## config.mk

```make
export PLATFORM = sky130hd
export DESIGN_NAME = gts_ctrl
export DESIGN_NICKNAME = d
export VERILOG_FILES = /design/src/rtl/gts_pkg.sv /design/src/rtl/gts_rst_sync.sv /design/src/rtl/gts_fsm.sv /design/src/rtl/gts_pulse.sv /design/src/rtl/gts_ctrl.sv
export SDC_FILE = /design/constraint.sdc
export NUM_CORES = 1
export LEC_CHECK = 0
export ABC_CLOCK_PERIOD_IN_PS = 1800
export BUFFER_PORTS_ARGS = -buffer_cell sky130_fd_sc_hd__buf_2
export CAP_MARGIN = 20
export CORE_AREA = 2 2 39 41
export DETAILED_ROUTE_END_ITERATION = 16
export DIE_AREA = 0 0 41 43
export HOLD_SLACK_MARGIN = 0.08
export MAX_ROUTING_LAYER = met4
export PLACE_DENSITY = 0.34
export REMOVE_ABC_BUFFERS = 1
export SLEW_MARGIN = 20
export SYNTH_ARGS = -nofsm -noshare
export SYNTH_HDL_FRONTEND = slang
export SYNTH_SLANG_ARGS = --single-unit
```

## constraint.sdc

```tcl
create_clock -name clk -period 1.8 [get_ports clk]
set_input_delay 0.36 -clock clk [delete_from_list [all_inputs] [get_ports clk]]
set_output_delay 0.36 -clock clk [all_outputs]
set_load 0.03 [all_outputs]
```

## src/rtl/gts_pkg.sv

```systemverilog
package gts_pkg;
  typedef enum logic [1:0] {
    GTS_RUN   = 2'd0,
    GTS_DRAIN = 2'd1,
    GTS_HALT  = 2'd2
  } gts_state_e;
endpackage

```

## src/rtl/gts_rst_sync.sv

```systemverilog
module gts_rst_sync #(
  parameter int STAGES = 2
) (
  input  logic clk,
  input  logic rst_n,
  output logic rst_n_sync
);
  logic [STAGES-1:0] sh_q;
  logic [STAGES-1:0] sh_d;

  always_comb begin
    sh_d = {sh_q[STAGES-2:0], 1'b1};
  end

  always_ff @(posedge clk or negedge rst_n) begin
    if (!rst_n) sh_q <= '0;
    else        sh_q <= sh_d;
  end

  assign rst_n_sync = sh_q[STAGES-1];
endmodule

```

## src/rtl/gts_fsm.sv

```systemverilog
module gts_fsm
  import gts_pkg::*;
(
  input  logic       clk,
  input  logic       rst_n,
  input  logic       stop_req,
  input  logic       at_boundary,
  output gts_state_e state,
  output logic       enter_halt
);
  gts_state_e state_q, state_d;

  always_comb begin
    state_d = state_q;
    unique case (state_q)
      GTS_RUN:   if (stop_req) state_d = at_boundary ? GTS_HALT : GTS_DRAIN;
      GTS_DRAIN: begin
        if (!stop_req)        state_d = GTS_RUN;
        else if (at_boundary) state_d = GTS_HALT;
      end
      GTS_HALT:  if (!stop_req) state_d = GTS_RUN;
      default:   state_d = GTS_RUN;
    endcase
  end

  always_ff @(posedge clk or negedge rst_n) begin
    if (!rst_n) state_q <= GTS_RUN;
    else        state_q <= state_d;
  end

  assign state      = state_q;
  assign enter_halt = (state_d == GTS_HALT) && (state_q != GTS_HALT);
endmodule

```

## src/rtl/gts_pulse.sv

```systemverilog
module gts_pulse (
  input  logic clk,
  input  logic rst_n,
  input  logic fire,
  output logic pulse
);
  logic pulse_q, pulse_d, pulse_en;

  always_comb begin
    pulse_en = fire | pulse_q;
    pulse_d  = fire;
  end

  always_ff @(posedge clk or negedge rst_n) begin
    if (!rst_n)        pulse_q <= 1'b0;
    else if (pulse_en) pulse_q <= pulse_d;
  end

  assign pulse = pulse_q;
endmodule

```

## src/rtl/gts_ctrl.sv

```systemverilog
module gts_ctrl
  import gts_pkg::*;
#(
  parameter int RST_SYNC_STAGES = 2
) (
  input  logic clk,
  input  logic rst_n,
  input  logic stop_req,
  input  logic tx_busy,
  input  logic tx_eof,
  input  logic tx_col_abort,
  input  logic frame_ready,
  output logic start_permit,
  output logic stop_done
);
  logic       rst_n_int;
  logic       at_boundary;
  logic       enter_halt;
  gts_state_e state;

  gts_rst_sync #(.STAGES(RST_SYNC_STAGES)) u_rst (
    .clk        (clk),
    .rst_n      (rst_n),
    .rst_n_sync (rst_n_int)
  );

  // A frame boundary: nothing on the wire, or the frame ends this cycle.
  assign at_boundary = !tx_busy || tx_eof || tx_col_abort;

  gts_fsm u_fsm (
    .clk         (clk),
    .rst_n       (rst_n_int),
    .stop_req    (stop_req),
    .at_boundary (at_boundary),
    .state       (state),
    .enter_halt  (enter_halt)
  );

  gts_pulse u_evt (
    .clk   (clk),
    .rst_n (rst_n_int),
    .fire  (enter_halt),
    .pulse (stop_done)
  );

  // Permission is gated directly by the request so a new request blocks
  // a start in its very first cycle.
  assign start_permit = (state == GTS_RUN) && !stop_req && frame_ready && !tx_busy;
endmodule

```

* Word-level counts from Yosys, hierarchy flattened
Cells that the tools add are included.
** Storage, ports and cells
- Register bits :: 5
- Bits in latches :: 0
- Bits in writable memories :: 0
- ROM bits :: 0
- Input port bits :: 7
- Logic and storage cells :: 23
- Memories :: 0
** Operators by class
- Add/sub/neg operators :: 0
- Multipliers :: 0
- Div/mod/pow operators :: 0
- $lt $le $gt $ge :: 0
- Equal/unequal tests :: 4
- Shifts and indexed selects :: 0
- Multiplexer cells :: 6
- Bitwise operators :: 1
- Reductions and logical operators :: 9
** Operators with widths (number)
- 2-bit 2-to-1 mux :: 5
- 2-bit one-hot mux with 3 select lines :: 1
- 2-bit == test (second input constant) :: 2
- 1-bit logical AND :: 4
- 2-bit by 1-bit == test with 1-bit output (second input constant) :: 1
- 1-bit zero test :: 2
- 2-bit zero test :: 1
- 1-bit logical OR :: 2
- 2-bit inequality test (second input constant) :: 1
- 1-bit bitwise OR :: 1

* Depth between registers and ports, before layout
- Word-level depth :: 9
- Mapped depth :: 2
- Gate-level depth less buffers :: 2

* By module
Synthesis repeated with hierarchy kept, for this count alone.
** Second synthesis, totals
- Cell total of the unflattened synthesis :: 14
- Area total of the unflattened synthesis :: 183.9 um^2
** By module, submodules not included
- gts_fsm :: instances 1, cells an instance 6, area each 80.1 um^2
- gts_rst_sync :: instances 1, cells an instance 3, area each 53.8 um^2
- gts_pulse :: instances 1, cells an instance 2, area each 28.8 um^2
- gts_ctrl :: instances 1, cells an instance 3, area each 21.3 um^2

* Worst setup path before layout
Ideal clock, no wire load.
- Path kind :: input port to output port
- Start point :: input tx_busy
- End point :: output start_permit
- Data arrival time :: 0.902 ns
- Slack :: 0.538 ns
- Stages on the path :: 2
- Cell sequence :: nor4_1 -> and2_1
** Between the ends
- Cells in the longest elaborated chain, start to end :: 2
** Ends and longest elaborated chain
- start: declaration :: line gts_ctrl.sv:9 : input logic tx_busy,
- 1-bit zero test :: line gts_ctrl.sv:48 : assign start_permit = (state == GTS_RUN) && !stop_req && frame_ready && !tx_busy;
- 1-bit logical AND :: line gts_ctrl.sv:48
- end: declaration :: line gts_ctrl.sv:13 : output logic start_permit,
No other way between the ends.

* Worst setup path in the final report
- Start point :: register u_fsm.state_q[0] (netlist: u_fsm.state[0])
- End point :: output start_permit
** Between the ends
- Cells in the longest elaborated chain, start to end :: 4
** Ends and longest elaborated chain
- start: declaration :: line gts_fsm.sv:11 : gts_state_e state_q, state_d;
- start signal: assignment :: line gts_fsm.sv:28 : else state_q <= state_d;
- 2-bit zero test :: line gts_ctrl.sv:48
- 1-bit logical AND (3 in a row) :: line gts_ctrl.sv:48
No other way between the ends.

==> flow_summary.yaml <==
status:
  status: "finished, final reports clean"
logic_synthesis:
  synth_area_um2: 189
  yosysUniqueCellTypes: 11
  avgSynthCellArea_um2: 12.6
  synth_top_cell_by_area: "dfrtp_1"
  ys_seq_elements: 5
  synth_top_area_share_pct: 66.2
  synthTopCellsByArea: "dfrtp_1, nor3b_2, a21bo_2, and2_1, nand2b_1"
  ys_seq_area_share_pct: 66.2
  yosys_warnings: 0
  synthCells: 15
clocking:
  cts_buffers: 3
  clk_pin_slew_ns: 0.04
  insertion_delay_ns: 0.24
  cts_tree: "built"
  cts.sinks: 5
  cts_setup_buffers: 0
  clockBufferDepth: 2
  cts_resized: 0
  root_buffer: "clkbuf_4"
  h-tree-depth: 1
hold_path:
  whs_path_depth: 0
  worstHoldPathType: "flip-flop to flip-flop"
job:
  maxCapViolCount: 0
route:
  wl_per_cell_um: 7.71
  via_count: 154
  routed_wl_um: 347
  drc: 0
  first_pass_iters: 2
  antenna_left: 0
  avgViaCountPerCell: 3.42
  drtIter0Drc: 1
placed_design:
  dp_hpwl_um: 259
  gp_congestion: 0.600
  portBuffers: 8
worst_setup_path:
  cp.arrival_ns: 1.17
  worstPathRequired_ns: 1.44
  ff2ff_path_depth: 2
  cp-end-kind: "output port"
  worst_setup_path_start_kind: "flip-flop"
  crit_fanout: 2
  crit_type: "flip-flop to output port"
floorplan:
  core_area_um2: 1380
  io_pins: 9
  die_y_um: 43
  fp.dieW_um: 41
  num_rows: 14
  initial_core_util_pct: 13.7
  fp.dieArea_um2: 1760
pwr:
  max-vdd-ir-drop_mv: 0.298
  power_w: 0.000277
  pwr_density_cell_nw_per_um2: 937
  p_leak_nw: 0.147
sta:
  hold_viol: 0
  fin_crit_sh_pct: 84.9
  setup_viol: 0
  clock_skew_ns: 0.000458
  fin_crit_ns: 1.53
  slew_violations: 0
  setup-tns-final_ns: 0
  fmax_mhz: 655
  rsz0062_at_grt: "false"
grt:
  grt_max_degree: 5
  grt_pass1_wl_um: 621
  gr-total-overflow: 0
  grt_pass1_vias: 173
  antenna_found_initial: 0
  grt.total_usage_pct: 6.02
finish:
  drive_gt1_share_pct: 44.8
  final_nets: 37
  syn2layout_area_growth_pct: 56.3
  diodes: 0
  multi_input_area_um2: 60.1
  mostFrequentLayoutCells: "buf_2, dfrtp_1, clkbuf_4"
  layout_commonest_cell: "buf_2"
  fillerInstances: 159
  seqCellArea_um2: 125
-- Yosys cell counts, drive strengths merged --
library cell	number
dfrtp	5
a21bo	1
a21oi	1
and2	1
conb	1
inv	1
nand2b	1
nor2	1
nor2b	1
nor3b	1
nor4	1
-- per-layer routing --
| layer | wire (µm) | vias to the layer above | global-route usage (%) | share of wire (%) |
|---|---|---|---|---|
| met5 | 0 | - | - | 0 |
| met2 | 122 | 11 | 6.88 | 35 |
| met3 | 52 | 0 | 4.71 | 15 |
| met4 | 0 | 0 | 6.00 | 0 |
| met1 | 171 | 69 | 5.94 | 49 |
| li1 | - | 74 | - | - |
-- repair_timing --
item | 4_1_cts | 5_1_grt
endpoints found under the setup margin | 0 | 0
hold buffers | 2 | 0
endpoints found under the hold margin | 5 | 0
-- worst paths after layout --
path	slack (ns)	endpoint	startpoint
min in group asynchronous	0.44	u_rst.sh_q[1]	rst_n
worst min register to register	0.35	u_rst.sh_q[1]	u_rst.sh_q[0]
worst max-delay path	0.27	start_permit	u_fsm.state[0]
max in group asynchronous	1.08	u_fsm.state[1]	u_rst.sh_q[1]
worst min-delay path	0.35	u_rst.sh_q[1]	u_rst.sh_q[0]
worst max register to register	1.00	u_fsm.state[1]	u_fsm.state[1]
-- kinds of logic (layout without fill, tap and decap cells) --
logic type             Yosys count  in the layout  synth area share, %
AO/OA/AOI/OAI                    2              2                 7.94
flip-flops                       5              5                 66.2
other                            1              1                 1.98
buffers and inverters            1             15                 1.98
AND/OR/NAND/NOR                  6              6                 21.9
-- per-stage QoR --
step | util [%] | setup slack [ns] | instances | area, µm² | hold slack (ns)
after global routing | 21.3 | 0.209 | 45 | 295 | 0.361
after detailed placement | 18.0 | 0.408 | 39 | 249 | 0.0422
after floorplan | - | 0.538 | 15 | 189 | 0.0265
after CTS | 21.3 | 0.260 | 45 | 295 | 0.356
final | 21.3 | 0.273 | 45 | 295 | 0.352
after global placement | 18.0 | 0.410 | 39 | 249 | 0.0339
-- flip-flops by register name, summed over array words and instances, names as in the netlist --
| name | cells |
|---|---|
| u_fsm.state | 2 |
| u_rst.sh_q | 2 |
| u_evt.pulse | 1 |
-- critical path, stage by stage (launching register included) --
cell     delay [ns]
dfrtp_1        0.37
nor4_1         0.23
and2_1         0.15
buf_2          0.19
-- area by class of cell --
type / instances / share of cell area, %
clock buffer: 4 / 8.90
inverter: 1 / 1.27
sequential: 5 / 42.4
multi-input combinational: 9 / 20.3
tap: 16 / 6.78
timing repair buffer: 10 / 20.3
-- power breakdown --
group          internal (W)  switching (W)
logic             0.0000138      0.0000131
registers          0.000118     0.00000249
clock network     0.0000838      0.0000453
Power figures use the tool's default switching activity.
